<file path="src/rtl/omega_pkg.sv">
package omega_pkg;
  // one-bit left rotation of a line number: the shuffle between ranks
  function automatic int unsigned shuffle_idx(int unsigned idx, int unsigned bits);
    int unsigned mask;
    mask = (32'd1 << bits) - 32'd1;
    return ((idx << 1) | (idx >> (bits - 1))) & mask;
  endfunction
endpackage

</file>
<file path="src/rtl/omega_slot.sv">
module omega_slot #(
  parameter int W = 19
) (
  input  logic         clk,
  input  logic         rst,
  input  logic         in_valid,
  input  logic [W-1:0] in_data,
  output logic         in_ready,
  output logic         out_valid,
  output logic [W-1:0] out_data,
  input  logic         out_ready
);
  logic         vld;
  logic [W-1:0] dat;

  assign in_ready  = !vld || out_ready;
  assign out_valid = vld;
  assign out_data  = dat;

  always_ff @(posedge clk) begin
    if (rst) begin
      vld <= 1'b0;
    end else if (in_ready) begin
      vld <= in_valid;
      if (in_valid) dat <= in_data;
    end
  end

  // reset leaves the slot empty
  a_r1_empty: assert property (@(posedge clk) rst |=> !out_valid);
  // a stalled packet is held unchanged
  a_r6_hold: assert property (@(posedge clk) disable iff (rst)
    (out_valid && !out_ready) |=> (out_valid && $stable(out_data)));
endmodule

</file>
<file path="src/rtl/omega_switch.sv">
module omega_switch #(
  parameter int TAG_W  = 3,
  parameter int DATA_W = 16,
  parameter int STEER  = 0
) (
  input  logic                          clk,
  input  logic                          rst,
  input  logic [1:0]                    in_valid,
  input  logic [1:0][TAG_W+DATA_W-1:0]  in_pkt,
  output logic [1:0]                    in_ready,
  output logic [1:0]                    out_valid,
  output logic [1:0][TAG_W+DATA_W-1:0]  out_pkt,
  input  logic [1:0]                    out_ready
);
  localparam int PW = TAG_W + DATA_W;

  logic [1:0]      want;
  logic [1:0][1:0] req;
  logic [1:0][1:0] gv;
  logic [1:0]      both, sel, fire, sr, ptr;

  assign want[0] = in_pkt[0][DATA_W+STEER];
  assign want[1] = in_pkt[1][DATA_W+STEER];

  for (genvar o = 0; o < 2; o++) begin : g_out
    assign req[o][0] = in_valid[0] && (want[0] == 1'(o));
    assign req[o][1] = in_valid[1] && (want[1] == 1'(o));
    assign both[o]   = &req[o];
    assign sel[o]    = both[o] ? ptr[o] : req[o][1];
    assign fire[o]   = (|req[o]) && sr[o];
    assign gv[o]     = fire[o] ? (sel[o] ? 2'b10 : 2'b01) : 2'b00;

    omega_slot #(.W(PW)) u_slot (
      .clk      (clk),
      .rst      (rst),
      .in_valid (|req[o]),
      .in_data  (in_pkt[sel[o]]),
      .in_ready (sr[o]),
      .out_valid(out_valid[o]),
      .out_data (out_pkt[o]),
      .out_ready(out_ready[o])
    );

    always_ff @(posedge clk) begin
      if (rst)          ptr[o] <= 1'b0;
      else if (fire[o]) ptr[o] <= !sel[o];
    end

    // contended output with room grants exactly one input
    a_r4_serial: assert property (@(posedge clk) disable iff (rst)
      (both[o] && sr[o]) |-> $onehot(gv[o]));
    // after upper input wins a contest, the lower one wins the next
    a_r5_rr: assert property (@(posedge clk) disable iff (rst)
      (fire[o] && both[o] && !sel[o]) |=> (!(both[o] && sr[o]) || sel[o]));
  end

  assign in_ready = gv[0] | gv[1];

  // an input is never taken by both outputs
  a_r2_once: assert property (@(posedge clk) disable iff (rst)
    $onehot0({gv[0][0], gv[1][0]}) && $onehot0({gv[0][1], gv[1][1]}));
endmodule

</file>
<file path="src/rtl/omega_net.sv">
module omega_net #(
  parameter int N_PORTS = 8,
  parameter int DATA_W  = 16,
  localparam int TAG_W  = $clog2(N_PORTS)
) (
  input  logic                            clk,
  input  logic                            rst,
  input  logic [N_PORTS-1:0]              in_valid,
  input  logic [N_PORTS-1:0][TAG_W-1:0]   in_tag,
  input  logic [N_PORTS-1:0][DATA_W-1:0]  in_data,
  output logic [N_PORTS-1:0]              in_ready,
  output logic [N_PORTS-1:0]              out_valid,
  output logic [N_PORTS-1:0][TAG_W-1:0]   out_tag,
  output logic [N_PORTS-1:0][DATA_W-1:0]  out_data,
  input  logic [N_PORTS-1:0]              out_ready
);
  import omega_pkg::*;

  localparam int STAGES = TAG_W;
  localparam int PW     = TAG_W + DATA_W;
  localparam int CELLS  = N_PORTS / 2;

  // boundary b feeds rank b; boundary STAGES is the output side
  logic          lv [STAGES+1][N_PORTS];
  logic [PW-1:0] lp [STAGES+1][N_PORTS];
  logic          lr [STAGES+1][N_PORTS];
  logic          sv [STAGES][N_PORTS];
  logic [PW-1:0] sp [STAGES][N_PORTS];
  logic          srd[STAGES][N_PORTS];

  for (genvar j = 0; j < N_PORTS; j++) begin : g_edge
    assign lv[0][j]      = in_valid[j];
    assign lp[0][j]      = {in_tag[j], in_data[j]};
    assign in_ready[j]   = lr[0][j];
    assign out_valid[j]  = lv[STAGES][j];
    assign out_tag[j]    = lp[STAGES][j][PW-1:DATA_W];
    assign out_data[j]   = lp[STAGES][j][DATA_W-1:0];
    assign lr[STAGES][j] = out_ready[j];

    // each port only ever presents its own tag
    a_r2_tag: assert property (@(posedge clk) disable iff (rst)
      out_valid[j] |-> (out_tag[j] == TAG_W'(j)));
  end

  for (genvar s = 0; s < STAGES; s++) begin : g_stage
    for (genvar j = 0; j < N_PORTS; j++) begin : g_shuf
      localparam int unsigned T = shuffle_idx(j, TAG_W);
      assign sv[s][T]  = lv[s][j];
      assign sp[s][T]  = lp[s][j];
      assign lr[s][j]  = srd[s][T];
    end
    for (genvar k = 0; k < CELLS; k++) begin : g_cell
      logic [1:0]         iv, ir, ov, orr;
      logic [1:0][PW-1:0] ip, op;
      assign iv  = {sv[s][2*k+1], sv[s][2*k]};
      assign ip  = {sp[s][2*k+1], sp[s][2*k]};
      assign srd[s][2*k]   = ir[0];
      assign srd[s][2*k+1] = ir[1];
      assign lv[s+1][2*k]   = ov[0];
      assign lv[s+1][2*k+1] = ov[1];
      assign lp[s+1][2*k]   = op[0];
      assign lp[s+1][2*k+1] = op[1];
      assign orr = {lr[s+1][2*k+1], lr[s+1][2*k]};

      omega_switch #(.TAG_W(TAG_W), .DATA_W(DATA_W), .STEER(TAG_W-1-s)) u_sw (
        .clk      (clk),
        .rst      (rst),
        .in_valid (iv),
        .in_pkt   (ip),
        .in_ready (ir),
        .out_valid(ov),
        .out_pkt  (op),
        .out_ready(orr)
      );
    end
  end
endmodule

</file>
<file path="config.mk">
export PLATFORM = sky130hd
export DESIGN_NAME = omega_net
export DESIGN_NICKNAME = d
export VERILOG_FILES = /design/src/rtl/omega_pkg.sv /design/src/rtl/omega_slot.sv /design/src/rtl/omega_switch.sv /design/src/rtl/omega_net.sv
export SDC_FILE = /design/constraint.sdc
export NUM_CORES = 1
export LEC_CHECK = 0
export CORE_MARGIN = 8
export CORE_UTILIZATION = 35
export CTS_BUF_LIST = sky130_fd_sc_hd__clkbuf_4 sky130_fd_sc_hd__clkbuf_8
export DETAILED_ROUTE_END_ITERATION = 7
export PLACE_DENSITY_LB_ADDON = 0.05
export SYNTH_ARGS = -nofsm -noshare
export SYNTH_HDL_FRONTEND = slang
export SYNTH_SLANG_ARGS = --single-unit
</file>
<file path="constraint.sdc">
create_clock -name clk -period 3.5 [get_ports clk]
set_input_delay 0.7 -clock clk [delete_from_list [all_inputs] [get_ports clk]]
set_output_delay 0.7 -clock clk [all_outputs]
set_load 0.02 [all_outputs]
</file>
==> results of run 1 <==
==> cell usage after synthesis (4+ instances only) <==
library cell and n:
a211oi_1 8, a21o_1 4, a21oi_1 30, a22oi_1 6, a31oi_1 14, and2_1 4, and2b_1 4, and3_1 6
buf_1 4, buf_2 25, buf_4 9, clkbuf_1 22, dfxtp_1 48, edfxtp_1 456, inv_1 23, mux2_2 378
nand2_1 190, nand2b_1 24, nand3_1 9, nor2_1 32, nor2b_1 25, nor3_1 19, o211ai_1 8, o21a_1 13
o21ai_0 14, o22ai_1 4, o2bb2ai_1 4, o31ai_1 5
==> kinds of logic after synthesis <==
kind of cell	count (synthesis)	share of synthesized area, %
buffers and inverters	85	1.784
AOI/OAI and AO/OA	150	4.935
DFF	504	66.75
and+or+nand+nor	333	7.147
muxes	378	19.39
==> flip-flops by register name, indices dropped and copies added, names as in the netlist <==
signal / count
g_stage.g_cell.u_sw.g_out.u_slot.out_data: 456
g_stage.g_cell.u_sw.g_out.u_slot.out_valid: 24
g_stage.g_cell.u_sw.ptr: 24
==> area by class of cell <==
class	count	area [um2]	share of cell area [%]
Multi-Input combinational cell	861	7111	24.64
Clock buffer	135	1633	5.658
Inverter	24	90.09	0.3122
Tap cell	846	1059	3.668
Sequential cell	504	14660	50.79
Timing Repair Buffer	437	4111	14.25
Clock inverter	29	182.7	0.6330
Antenna cell	6	15.01	0.05203
==> per-stage QoR <==
stage | setup TNS (ns) | setup WS, ns | util (%) | cells
4_1_cts | 0 | 0.002240 | 46.03 | 2833
2_1_floorplan | 0 | 0.1187 | - | 1450
3_3_place_gp | -2.616 | -0.3818 | 42.88 | 2655
5_1_grt | -0.002139 | -0.002139 | 46.15 | 2839
6_report | 0 | 0.08754 | 46.17 | 2842
3_5_place_dp | -2.718 | -0.3915 | 42.88 | 2655
==> tightest hold or removal path, stage by stage, from the launching register on <==
cell	delay (ns)
dfxtp_1	0.32
nand2_1	0.06
a21oi_1	0.05
==> power by group through the flow <==
stage	logic [W]	registers (W)	clock network (W)
2_1_floorplan	0.000811	0.00724	0
6_report	0.00172	0.00716	0.00557
3_5_place_dp	0.00169	0.00728	0
4_1_cts	0.00172	0.00716	0.00574
3_3_place_gp	0.00169	0.00728	0
5_1_grt	0.00183	0.00718	0.00600
==> metal layers <==
layer / up-vias / part of all wire (%)
met4: 18 / 1.8
met5: - / 0.14
met2: 531 / 46
met3: 99 / 8.6
met1: 7173 / 44
li1: 6458 / -
==> how the worst max path moves through the flow <==
stage | endpoint | slack [ns] | cells past startpoint
floorplan | flop | 0.12 | 5
global placement | in_ready[6] | -0.38 | 7
detailed placement | in_ready[6] | -0.39 | 7
CTS | in_ready[6] | 0.002 | 7
global route | in_ready[4] | -0.002 | 7
finish | in_ready[6] | 0.09 | 7
==> repair_timing <==
action                                  in CTS  in global routing
buffers inserted                            14                  3
gates resized for setup                     36                 16
pin swaps                                    5                  3
endpoints found under the setup margin       8                  8
hold endpoints to repair                     0                  0
gates cloned                                 0                  0
==> summary.txt, run 1 <==
Starting Density - 35.12%
First-pass GRT wire length - 104500 um
Comb pwr share - 11.9%
Seq cells post-synth - 504
Peak supply drop - 0.2882 mV
Worst Hold Path Cells - 2
Worst-path cell with the longest stage delay - clkdlybuf4s50_1
Die Wd - 266.5 um
Worst clock skew - 0.02107 ns
# clock sinks - 504
Pwr Density - 500.4 mW/mm2
Max Cap Violations - 0
CTS root buffer - clkbuf_8
Final hold violation count - 0
Most frequent cells in the layout - edfxtp_1 (456), mux2_2 (378), clkdlybuf4s50_1 (328), nand2_1 (190), buf_4 (100)
Initial antenna violation count - 15
Nets - 2086
Worst-path clk slew - 0.06 ns
Total congestion overflow - 0
Fin area - 0.02886 mm2
Average cell area after synthesis - 15.14 um2
Clock Latency Late Sink - 0.66 ns
# rows - 92
WP data arrival - 2.71 ns
Element type at the critical path start - input port
Top fanout value on the critical path - 4
Vias after detailed routing - 14279
Status - finished, final reports clean
Ports - 338
CP top delay family - buffers and inverters
Sequential share of the synthesized area - 66.75%
Total power - 0.01444 W
Layout cell share with drive strength beyond 1 - 34.92%
DRT iter0 DRCs - 1047
Met3 Resource Use GR - 6.494%
Required time worst endpoint - 2.80 ns
Synthesized area - 0.02195 mm2
Sw Ratio - 24.69%
# H-tree levels - 3
Cts bufs inserted - 88
Cells on worst reg2reg path - 7
Worst Tran Pin Value - 1.067 ns
DIE HEIGHT - 266.5 um
Placer Congestion - 0.8758
Max Clk Rate - 0.2930 GHz
Reg power frac - 49.6%
Crit-path cells - clkdlybuf4s50_1 -> nand2b_2 -> a31oi_4 -> a21oi_2 -> or3_4 -> o2bb2ai_2 -> clkdlybuf4s15_2
Drt drc - 0
Post-synth cell types - 65
Post-synth EDFFs - 456
Post-synth top flop - edfxtp_1
Area leader, netlist - edfxtp_1
Tcrit/Tclk final - 97.50%
Routed Wire Length - 74680 um
P_int - 0.01087 W
Most common cell after layout, fill and taps aside - edfxtp_1
Core area - 0.06250 mm2
Wire per inst - 26.28 um
Fill count - 5602
Clock share of power - 38.5%
Critical path class - input port to output port
Net Count, Synth - 1620
Die area - 0.07100 mm2
Number of routed nets with antenna violations - 0
Area after DPL - 0.02680 mm2
Crit path time final - 3.412 ns
Min-delay src - g_stage[1].g_cell[1].u_sw.ptr[0]
PortBufs - 337
P_sw - 0.003565 W
Hold Path End - g_stage[1].g_cell[1].u_sw.ptr[0]
Number of global-route vias before repair - 14805
GR peak layer - met2
CTS tree - built
Area growth, synth to finish - 31.44%
Crit. Startpoint - out_ready[3]
Longest Clk Path Bufs - 3
Vias/cell - 5.024
Ys async rst share - 0%
First-pass DRT Iterations - 7
Dpl hpwl - 56700 um
Endpoints failing setup - 0
Slew HR - 28.68%
Top-area cell type share of the netlist area - 62.37%
Yosys warning count - 0
Leak Pwr - 10.14 nW
Met2 Use GR - 32.31%
Largest net degree at the start of global routing - 63
M1 GR Usage - 27.35%
Worst Hold Class - flop to flop
Gr usage total - 20.57%
WP buf/inv - 2
Syn Inst Count - 1450
Crit end category - output port
Fin. max-slew vios - 0
Reg2Reg Setup Slack - 1.00 ns
Hold_buf cts - 0
Synth top area cells - edfxtp_1 (62%), mux2_2 (19%), dfxtp_1 (4.4%), nand2_1 (3.2%), nor2b_1 (0.71%)
Max stage delay on crit path - 0.49 ns
Min Hold Slack - 0.4765 ns
No activity file was read; power rests on OpenSTA's default activity.
==> inputs of run 2 (changes only) <==
--- a/config.mk
+++ b/config.mk
@@ -5,10 +5,12 @@
 export SDC_FILE = /design/constraint.sdc
 export NUM_CORES = 1
 export LEC_CHECK = 0
+export CORE_ASPECT_RATIO = 1.5
 export CORE_MARGIN = 8
 export CORE_UTILIZATION = 35
 export CTS_BUF_LIST = sky130_fd_sc_hd__clkbuf_4 sky130_fd_sc_hd__clkbuf_8
 export DETAILED_ROUTE_END_ITERATION = 7
+export DONT_BUFFER_PORTS = 1
 export PLACE_DENSITY_LB_ADDON = 0.05
 export SYNTH_ARGS = -nofsm -noshare
 export SYNTH_HDL_FRONTEND = slang
==> run 2 against run 1 <==
Compared with the run above:
- sequential share of layout area grew 8.2 points
- worst setup slack gained 0.031 ns
- critical endpoint is now in_ready[4]
- cell count shrank 16%
- design area shrank 14%
- worst hold slack lost 0.35 ns
==> summary.txt, run 2 (synthesis results as in run 1) <==
WP data arrival - 2.68 ns
Critical path class - flop to output port
Clock Latency Late Sink - 0.67 ns
Gr usage total - 20.39%
Number of global-route vias before repair - 12913
Slew HR - 35.31%
# H-tree levels - 3
CTS tree - built
Pwr Density - 541.2 mW/mm2
Element type at the critical path start - flop
Crit end category - output port
Crit-path cells - and2_4 -> a211o_4 -> a221o_1 -> and3_4 -> o22ai_1 -> buf_4
Fill count - 5763
Dpl hpwl - 56200 um
Die area - 0.07116 mm2
First-pass GRT wire length - 100700 um
Worst Hold Path Cells - 1
# clock sinks - 504
Status - finished, final reports clean
Layout cell share with drive strength beyond 1 - 38.96%
DIE HEIGHT - 322.7 um
Drt drc - 0
Cells on worst reg2reg path - 6
Worst Hold Class - input port to flop
Number of routed nets with antenna violations - 0
Worst-path cell with the longest stage delay - edfxtp_1
Total congestion overflow - 0
Tcrit/Tclk final - 96.62%
Ports - 338
Setup TNS - 0 ns
Wire per inst - 30.73 um
Area after DPL - 0.02320 mm2
Min Hold Slack - 0.1263 ns
DRT iter0 DRCs - 788
Nets - 1703
First-pass DRT Iterations - 5
Area growth, synth to finish - 13.12%
Fin area - 0.02484 mm2
Initial antenna violation count - 5
Max Clk Rate - 0.2957 GHz
Leak Pwr - 8.429 nW
Vias/cell - 5.162
Cts bufs inserted - 80
End-of-flow core utilization - 40.01%
Longest Clk Path Bufs - 3
Core area - 0.06208 mm2
Max stage delay on crit path - 0.45 ns
Crit path time final - 3.382 ns
Die Wd - 220.5 um
# rows - 112
Peak supply drop - 0.2568 mV
Vias after detailed routing - 12352
Final hold violation count - 0
Top fanout value on the critical path - 6
Largest net degree at the start of global routing - 64
Max Cap Violations - 0
Max reg flops - 456
Fin. max-slew vios - 0
Most frequent cells in the layout - edfxtp_1 (456), mux2_2 (378), nand2_1 (190), clkbuf_8 (85), buf_4 (62)
Worst-path clk slew - 0.07 ns
Starting Density - 35.37%
Worst Tran Pin Value - 0.9702 ns
Most common cell after layout, fill and taps aside - edfxtp_1
Reg2Reg Setup Slack - 1.02 ns
Routed Wire Length - 73540 um
PortBufs - 0
RSZ-0062 raised after global routing - false
Worst clock skew - 0.02522 ns
CTS root buffer - clkbuf_8
Placer Congestion - 0.8775
Required time worst endpoint - 2.80 ns
Endpoints failing setup - 0
[run 2: changes by cell type in the layout (fill, tap and decap cells not counted), moves of 3 or more]
| cell | previous run | this run |
|---|---|---|
| buf_2 | 4 | 0 |
| clkinvlp_4 | 1 | 4 |
| buf_4 | 100 | 62 |
| nor2b_2 | 0 | 3 |
| clkdlybuf4s50_1 | 328 | 0 |
| clkbuf_8 | 99 | 85 |
| clkbuf_4 | 36 | 21 |
[run 2: layer usage]
metal / global-route usage, % / vias to the layer above / routed length, um
met3: 6.442 / 118 / 5589
met1: 22.34 / 6138 / 27500
met4: 12.76 / 0 / 4765
met5: 0 / - / 0
met2: 34.00 / 436 / 35690
li1: - / 5660 / -
[run 2: repair_timing]
item / CTS / global route
endpoints found under the hold margin: 0 / 0
setup endpoints to repair: 6 / 6
hold buffers: 0 / 0
pin swaps: 1 / 3
gates resized for setup: 8 / 10
setup buffers: 1 / 3
[run 2: where the power goes]
group / internal [W] / switching [W]
registers: 0.00695 / 0.000291
logic: 0.000510 / 0.000714
clock network: 0.00261 / 0.00237
total: 0.0101 / 0.00337
[run 2: cell type report]
class                           instances  area (um2)  area share (%)
Clock buffer                          106        1328           5.345
Multi-Input combinational cell        861        7082           28.52
Tap cell                              798       998.5           4.020
Inverter                               24       90.09          0.3627
Sequential cell                       504       14650           59.01
Antenna cell                            6       15.01         0.06046
Clock inverter                         32       202.7          0.8162
Timing Repair Buffer                   62       465.4           1.874
[run 2: final timing paths]
check,startpoint,to
max,flop,in_ready[4]
max reg2reg,flop,flop
min,rst,g_stage[2].g_cell[1].u_sw.ptr[0]
min reg2reg,g_stage[0].g_cell[1].u_sw.ptr[0],g_stage[0].g_cell[1].u_sw.ptr[0]
[run 2: per-stage QoR]
stage	instances	total power (W)	worst slack [ns]
2_1_floorplan	1450	0.008052	0.1187
3_3_place_gp	2245	0.008582	0.2709
3_5_place_dp	2245	0.008569	0.3012
4_1_cts	2384	0.01365	-0.04025
5_1_grt	2388	0.01398	0.001102
6_report	2393	0.01344	0.1182
[run 2: worst max-delay path, delay by kind of cell (launching register included)]
family / cells / cell delay [ns]
flops: 1 / 0.45
buf+inv: 1 / 0.19
simple gates: 2 / 0.45
compound gates: 3 / 0.92
